[src/rtl/sensor_tg_pkg.sv]
package sensor_tg_pkg;
  typedef enum logic [1:0] {
    ST_IDLE = 2'd0,
    ST_GAP  = 2'd1,
    ST_LINE = 2'd2
  } seq_st_e;

  localparam logic [1:0] TAG_GR    = 2'b00;
  localparam logic [1:0] TAG_R     = 2'b01;
  localparam logic [1:0] TAG_B     = 2'b10;
  localparam logic [1:0] TAG_GB    = 2'b11;
  localparam logic [1:0] TAG_BLACK = 2'b00;
endpackage

[src/rtl/tg_line_seq.sv]
module tg_line_seq
  import sensor_tg_pkg::*;
#(
  parameter int NROWS = 496,
  parameter int NCOLS = 656,
  parameter int BW    = 8,
  localparam int RW   = $clog2(NROWS),
  localparam int CW   = $clog2(NCOLS)
) (
  input  logic          clk_i,
  input  logic          rst_ni,
  input  logic          run_i,
  input  logic          snap_i,
  input  logic [BW-1:0] hblank_i,
  input  logic [BW-1:0] vblank_i,
  output logic [RW-1:0] row_o,
  output logic [CW-1:0] col_o,
  output logic          line_valid_o,
  output logic          frame_valid_o,
  output logic          row_stb_o,
  output logic          done_o
);
  seq_st_e       st_q;
  logic [RW-1:0] row_q;
  logic [CW-1:0] col_q;
  logic [BW-1:0] gap_q;
  logic          vgap_q;
  logic          done_q;
  logic [BW-1:0] hlen, vlen;

  // zero blanking still leaves one slot for the row strobe
  assign hlen = (hblank_i == '0) ? BW'(1) : hblank_i;
  assign vlen = (vblank_i == '0) ? BW'(1) : vblank_i;

  always_ff @(posedge clk_i or negedge rst_ni) begin
    if (!rst_ni) begin
      st_q   <= ST_IDLE;
      row_q  <= '0;
      col_q  <= '0;
      gap_q  <= '0;
      vgap_q <= 1'b1;
      done_q <= 1'b0;
    end else begin
      done_q <= 1'b0;
      unique case (st_q)
        ST_IDLE: begin
          if (run_i || snap_i) begin
            st_q   <= ST_GAP;
            gap_q  <= BW'(1);
            vgap_q <= 1'b1;
            row_q  <= '0;
            col_q  <= '0;
          end
        end
        ST_GAP: begin
          if (gap_q == BW'(1)) st_q <= ST_LINE;
          else gap_q <= gap_q - BW'(1);
        end
        ST_LINE: begin
          if (col_q == CW'(NCOLS - 1)) begin
            col_q <= '0;
            if (row_q == RW'(NROWS - 1)) begin
              row_q  <= '0;
              done_q <= 1'b1;
              vgap_q <= 1'b1;
              if (run_i) begin
                st_q  <= ST_GAP;
                gap_q <= vlen;
              end else begin
                st_q <= ST_IDLE;
              end
            end else begin
              row_q  <= row_q + RW'(1);
              st_q   <= ST_GAP;
              gap_q  <= hlen;
              vgap_q <= 1'b0;
            end
          end else begin
            col_q <= col_q + CW'(1);
          end
        end
        default: st_q <= ST_IDLE;
      endcase
    end
  end

  assign row_o         = row_q;
  assign col_o         = col_q;
  assign line_valid_o  = (st_q == ST_LINE);
  assign frame_valid_o = (st_q == ST_LINE) || ((st_q == ST_GAP) && !vgap_q);
  assign row_stb_o     = (st_q == ST_GAP) && (gap_q == BW'(1));
  assign done_o        = done_q;
endmodule

[src/rtl/tg_roll_ptr.sv]
module tg_roll_ptr #(
  parameter int NROWS = 496,
  localparam int RW   = $clog2(NROWS)
) (
  input  logic [RW-1:0] row_i,
  input  logic [RW-1:0] integ_i,
  output logic [RW-1:0] rst_row_o
);
  logic [RW-1:0] integ_eff;
  logic [RW:0]   sum;

  assign integ_eff = (integ_i > RW'(NROWS - 1)) ? RW'(NROWS - 1) : integ_i;
  assign sum       = {1'b0, row_i} + {1'b0, integ_eff};

  always_comb begin
    if (sum >= (RW+1)'(NROWS)) rst_row_o = RW'(sum - (RW+1)'(NROWS));
    else rst_row_o = sum[RW-1:0];
  end
endmodule

[src/rtl/tg_bayer_tag.sv]
module tg_bayer_tag
  import sensor_tg_pkg::*;
#(
  parameter int NROWS    = 496,
  parameter int NCOLS    = 656,
  parameter int BLK_ROWS = 8,
  parameter int BLK_COLS = 8,
  localparam int RW      = $clog2(NROWS),
  localparam int CW      = $clog2(NCOLS)
) (
  input  logic          valid_i,
  input  logic [RW-1:0] row_i,
  input  logic [CW-1:0] col_i,
  output logic          black_o,
  output logic [1:0]    color_o
);
  localparam logic ROW_PH = 1'(BLK_ROWS % 2);
  localparam logic COL_PH = 1'(BLK_COLS % 2);

  logic in_border, row_par, col_par;

  assign in_border = (row_i < RW'(BLK_ROWS)) || (col_i < CW'(BLK_COLS));
  // parity relative to the first active row and column
  assign row_par   = row_i[0] ^ ROW_PH;
  assign col_par   = col_i[0] ^ COL_PH;

  always_comb begin
    black_o = valid_i && in_border;
    if (!valid_i || in_border) color_o = TAG_BLACK;
    else if (!row_par)         color_o = col_par ? TAG_R  : TAG_GR;
    else                       color_o = col_par ? TAG_GB : TAG_B;
  end
endmodule

[src/rtl/sensor_readout_tg.sv]
module sensor_readout_tg #(
  parameter int BLK_ROWS = 8,
  parameter int BLK_COLS = 8,
  parameter int ACT_ROWS = 488,
  parameter int ACT_COLS = 648,
  parameter int BW       = 8,
  localparam int NROWS   = BLK_ROWS + ACT_ROWS,
  localparam int NCOLS   = BLK_COLS + ACT_COLS,
  localparam int RW      = $clog2(NROWS),
  localparam int CW      = $clog2(NCOLS)
) (
  input  logic          clk_i,
  input  logic          rst_ni,
  input  logic          run_i,
  input  logic          snap_i,
  input  logic [RW-1:0] integ_rows_i,
  input  logic [BW-1:0] hblank_i,
  input  logic [BW-1:0] vblank_i,
  output logic [RW-1:0] row_o,
  output logic [CW-1:0] col_o,
  output logic          line_valid_o,
  output logic          frame_valid_o,
  output logic          black_o,
  output logic [1:0]    color_o,
  output logic          row_stb_o,
  output logic [RW-1:0] xfer_row_o,
  output logic [RW-1:0] rst_row_o,
  output logic          done_o
);
  logic [RW-1:0] row_w;
  logic [CW-1:0] col_w;
  logic          lv_w;

  tg_line_seq #(.NROWS(NROWS), .NCOLS(NCOLS), .BW(BW)) u_seq (
    .clk_i        (clk_i),
    .rst_ni       (rst_ni),
    .run_i        (run_i),
    .snap_i       (snap_i),
    .hblank_i     (hblank_i),
    .vblank_i     (vblank_i),
    .row_o        (row_w),
    .col_o        (col_w),
    .line_valid_o (lv_w),
    .frame_valid_o(frame_valid_o),
    .row_stb_o    (row_stb_o),
    .done_o       (done_o)
  );

  tg_roll_ptr #(.NROWS(NROWS)) u_ptr (
    .row_i    (row_w),
    .integ_i  (integ_rows_i),
    .rst_row_o(rst_row_o)
  );

  tg_bayer_tag #(
    .NROWS(NROWS), .NCOLS(NCOLS), .BLK_ROWS(BLK_ROWS), .BLK_COLS(BLK_COLS)
  ) u_tag (
    .valid_i(lv_w),
    .row_i  (row_w),
    .col_i  (col_w),
    .black_o(black_o),
    .color_o(color_o)
  );

  assign row_o        = row_w;
  assign col_o        = col_w;
  assign xfer_row_o   = row_w;
  assign line_valid_o = lv_w;
endmodule

[config.mk]
export PLATFORM = sky130hd
export DESIGN_NAME = sensor_readout_tg
export DESIGN_NICKNAME = d
export VERILOG_FILES = /design/src/rtl/sensor_tg_pkg.sv /design/src/rtl/tg_line_seq.sv /design/src/rtl/tg_roll_ptr.sv /design/src/rtl/tg_bayer_tag.sv /design/src/rtl/sensor_readout_tg.sv
export SDC_FILE = /design/constraint.sdc
export NUM_CORES = 1
export LEC_CHECK = 0
export ABC_CLOCK_PERIOD_IN_PS = 17700
export BUFFER_PORTS_ARGS = -buffer_cell sky130_fd_sc_hd__buf_2
export CAP_MARGIN = 20
export CORE_MARGIN = 4
export CORE_UTILIZATION = 30
export CTS_CLUSTER_DIAMETER = 120
export CTS_CLUSTER_SIZE = 30
export DETAILED_ROUTE_END_ITERATION = 10
export GPL_TIMING_DRIVEN = 0
export HOLD_SLACK_MARGIN = 0.06
export PLACE_DENSITY_LB_ADDON = 0.25
export SYNTH_ARGS = -nofsm -noshare
export SYNTH_HDL_FRONTEND = slang
export SYNTH_SLANG_ARGS = --single-unit
[constraint.sdc]
create_clock -name clk_i -period 17.7 [get_ports clk_i]
set_input_delay 5.31 -clock clk_i [delete_from_list [all_inputs] [get_ports clk_i]]
set_output_delay 5.31 -clock clk_i [all_outputs]
set_load 0.01 [all_outputs]
==> results by group <==
Floorplanning
  • Number of placement rows: 34
  • Die X: ~100 µm
  • Number of I/O pins: 73
  • Area of the core: between 8000 and 9000 µm²
  • Vert. Die Dim: between 100 and 150 µm
  • Starting density of the core: 0.306
  • Die Area: a little over 10,000 µm²

Setup path
  • Slowest cell on the critical path: sky130_fd_sc_hd__fa_1
  • Data arrival time of the critical path: between 8 and 9 ns
  • Cell family with most CP delay: simple AND/OR/NAND/NOR gates
  • Setup Crit Path Kind: in -> out
  • Data required time of the critical path: 12.39 ns
  • CP cell instances: buf_2, and3_1, nand3_1, nand2b_1, ha_1, inv_1, fa_1, nand2b_1, o221ai_1, mux2i_1, or2_2, a41oi_1, mux2_2, buf_2
  • Slowest Stage Delay on Critical Path: approximately 0.41 ns
  • Max Fanout on Critical Path: 5
  • Buf/Inv on CP: 3
  • Worst setup path start: integ_rows_i[7]
  • Launch instance of the worst register-to-register path: u_seq.st_q[0]
  • Endpoint class of the critical path: output port
  • Critical path launch point type: input pin

Global routing
  • Total congestion overflow: 0
  • Wire length of the first global-routing pass: between 10,000 and 15,000 µm
  • Overall track demand over capacity in global routing: 0.135
  • Largest net degree at the start of global routing: 32
  • Number of global-route vias before repair: approximately 2,400
  • Initial antenna violation count: 0

Yosys
  • Synth Net Count: between 300 and 400
  • Cell area after technology mapping: about 2600 µm²
  • Number of synthesized flops with an enable pin: 0
  • FF+latch count, synth: 31
  • Primary flip-flop cell chosen by synthesis mapping: sky130_fd_sc_hd__dfrtp_1
  • Count of yosys warnings during synthesis: 0
  • Proportion of synthesized chip area in sequential cells: 0.294
  • Count of unique library cells instantiated by Yosys: 51
  • Synthesized netlist cell count: about 330
  • Synth Area per Inst: between 8 and 9 µm²
  • Fraction of registers with async set/reset: 1.00

Worst hold path
  • Worst min-delay path startpoint: u_seq.gap_q[4]
  • Kind of path behind the tightest hold check: reg -> reg

Clock network
  • Cts-stage hold buffer count: 0
  • Worst-skew pair later-pin latency: around 0.28 ns
  • Register clock-pin slew on the reported worst setup and hold paths: 0.07 ns
  • Root buffer cell: sky130_fd_sc_hd__clkbuf_8
  • H-tree depth: 2
  • Post-CTS setup buffers: 0
  • Number of gates given a new drive strength after cts: 0
  • Clock tree from TritonCTS: built
  • Number of clock sinks seen by CTS: 31
  • Buffer levels on the longest clock path: 2
  • Total CTS buffers: 5

STA
  • Number of pins with negative max-slew slack in the final report: 0
  • Skew final: 0.00517 ns
  • Final Hold Vio Count: 0
  • Crit share post-route: 0.762
  • Setup repair after global routing missed its margin: no
  • Minimum clock period: between 10 and 15 ns
  • Sum of negative setup slack: 0 ns
  • Max_slew headroom: 0.520
  • Worst Hold Slack: between 0.5 and 0.6 ns
  • Tightest Pin Transition: roughly 0.7 ns
  • Maximum clock frequency: ~0.074 GHz
  • Final setup vio count: 0

Drt
  • Average vias per placed instance: ~5
  • Starting DRC count in detailed routing: 56
  • DRT antenna net count: 0
  • Sum of routed wire length over all layers: 6810 µm
  • Total number of vias: around 2,600
  • Per-cell routed wire length: around 13 µm
  • Total DRC errors in the routed layout: 1
  • Router iterations before antenna repair: 7

Pwr
  • Leakage: between 0.0015 and 0.002 µW
  • Total power consumption of the routed design: approximately 350 µW
  • Power density over the cells: between 100 and 150 nW/µm²
  • Max VDD drop: 0.0000540 V

Placed design
  • HPWL reported at the end of detailed placement: 5370 µm
  • GP Congestion: between 0.8 and 0.9
  • Count of input and output buffers: 72

Final layout
  • Area growth syn-to-layout: 21.9%
  • Inserted Diodes: 0
  • Share of cells above drive strength 1: 0.249
  • Number of nets at the end of the flow: 454

Outcome
  • Violated checks: DRC
  • Run status: finished, violations left

Run
  • Max-capacitance violation count: 0
-- layout by cell type, fill, tap and decap left out, drive strengths merged, types with 3 or more instances in the layout --
cell    count
nand3      17
a31oi       4
o21ai      35
inv        16
a41oi       4
a21o        4
and3       12
dfrtp      30
xor2        3
xnor2       6
nor2       19
nand2b     12
o31ai       7
ha         20
nor4        7
mux2        3
or4         3
nand2      26
mux2i       9
nor3        7
clkbuf     16
a21oi      21
and2        4
nor2b       9
buf        85
-- kinds of logic (layout without fill, tap and decap cells) --
kind of cell | Yosys count | in the layout | share of synthesized area
XOR/XNOR | 9 | 9 | 0.0298
buffers and inverters | 39 | 119 | 0.0719
adder cells (fa/ha/maj) | 21 | 21 | 0.102
multiplexers | 12 | 12 | 0.0468
AO/OA/AOI/OAI | 86 | 86 | 0.202
AND/OR/NAND/NOR | 127 | 127 | 0.254
flip-flops | 31 | 31 | 0.294
-- area by class of cell --
cell class	count	area, µm²
Multi-Input combinational cell	255	1680
Clock inverter	2	12.5
Inverter	16	60.1
Clock buffer	6	72.6
Buffer	23	130
Timing Repair Buffer	72	360
Tap cell	108	135
Fill cell	919	5410
Sequential cell	31	777
-- synthesized netlist by cell type (7+ instances only) --
library cell / instances / area (µm²)
sky130_fd_sc_hd__nor2b_1: 9 / 56.3
sky130_fd_sc_hd__nand3_1: 17 / 85.1
sky130_fd_sc_hd__buf_4: 9 / 67.6
sky130_fd_sc_hd__o21ai_0: 35 / 175
sky130_fd_sc_hd__nand2b_1: 12 / 75.1
sky130_fd_sc_hd__ha_1: 20 / 250
sky130_fd_sc_hd__nand2_1: 26 / 97.6
sky130_fd_sc_hd__mux2i_1: 9 / 90.1
sky130_fd_sc_hd__nor4_1: 7 / 43.8
sky130_fd_sc_hd__and3_1: 12 / 75.1
sky130_fd_sc_hd__clkbuf_1: 10 / 37.5
sky130_fd_sc_hd__a21oi_1: 21 / 105
sky130_fd_sc_hd__nor2_1: 19 / 71.3
sky130_fd_sc_hd__dfrtp_1: 30 / 751
sky130_fd_sc_hd__nor3_1: 7 / 35.0
sky130_fd_sc_hd__inv_1: 16 / 60.1
-- sequential cells by signal, indices dropped and copies added, names as in the netlist --
register      count
u_seq.gap_q       8
u_seq.st_q        2
u_seq.col_o      10
u_seq.vgap_q      1
u_seq.done_o      1
u_seq.row_o       9
-- worst register-to-register path: cells and delay by family (launching register included) --
kind            cells  cell delay [ns]
compound gates      2             0.57
simple gates        2             0.58
buf+inv             3             0.67
fa+ha+maj           1             0.26
flops               1             0.43
-- through the flow --
| stage | util | std cells | area [µm²] | setup slack (ns) |
|---|---|---|---|---|
| floorplan | - | 325 | 2650 | 4.72 |
| global placement | 0.364 | 505 | 3140 | 4.21 |
| detailed placement | 0.364 | 505 | 3140 | 4.18 |
| CTS | 0.374 | 513 | 3230 | 4.17 |
| global route | 0.374 | 513 | 3230 | 3.97 |
| finish | 0.374 | 513 | 3230 | 4.22 |
-- per-layer routing --
metal | GRT usage | share of wire | wire length [µm]
met5 | 0 | 0 | 0
met4 | 0.0333 | 0.0097 | 66
met2 | 0.226 | 0.45 | 3070
met1 | 0.181 | 0.48 | 3240
met3 | 0.0253 | 0.064 | 436
-- path summary, 6_finish.rpt --
kind | to | slack [ns] | cells past startpoint
max reg2reg | u_seq.row_o[6] | 15.09 | 8
min reg2reg | u_seq.gap_q[4] | 0.51 | 2
max in group asynchronous | u_seq.row_o[7] | 12.16 | 1
min | u_seq.gap_q[4] | 0.51 | 2
max | rst_row_o[5] | 4.22 | 14
min in group asynchronous | u_seq.col_o[1] | 5.07 | 1
-- where the power goes --
part	internal [µW]	total (µW)	switching (µW)
Combinational	76.2	193	116
Clock	27.5	55.7	28.2
Sequential	86.9	104	17.5
Power figures use the tool's default switching activity.
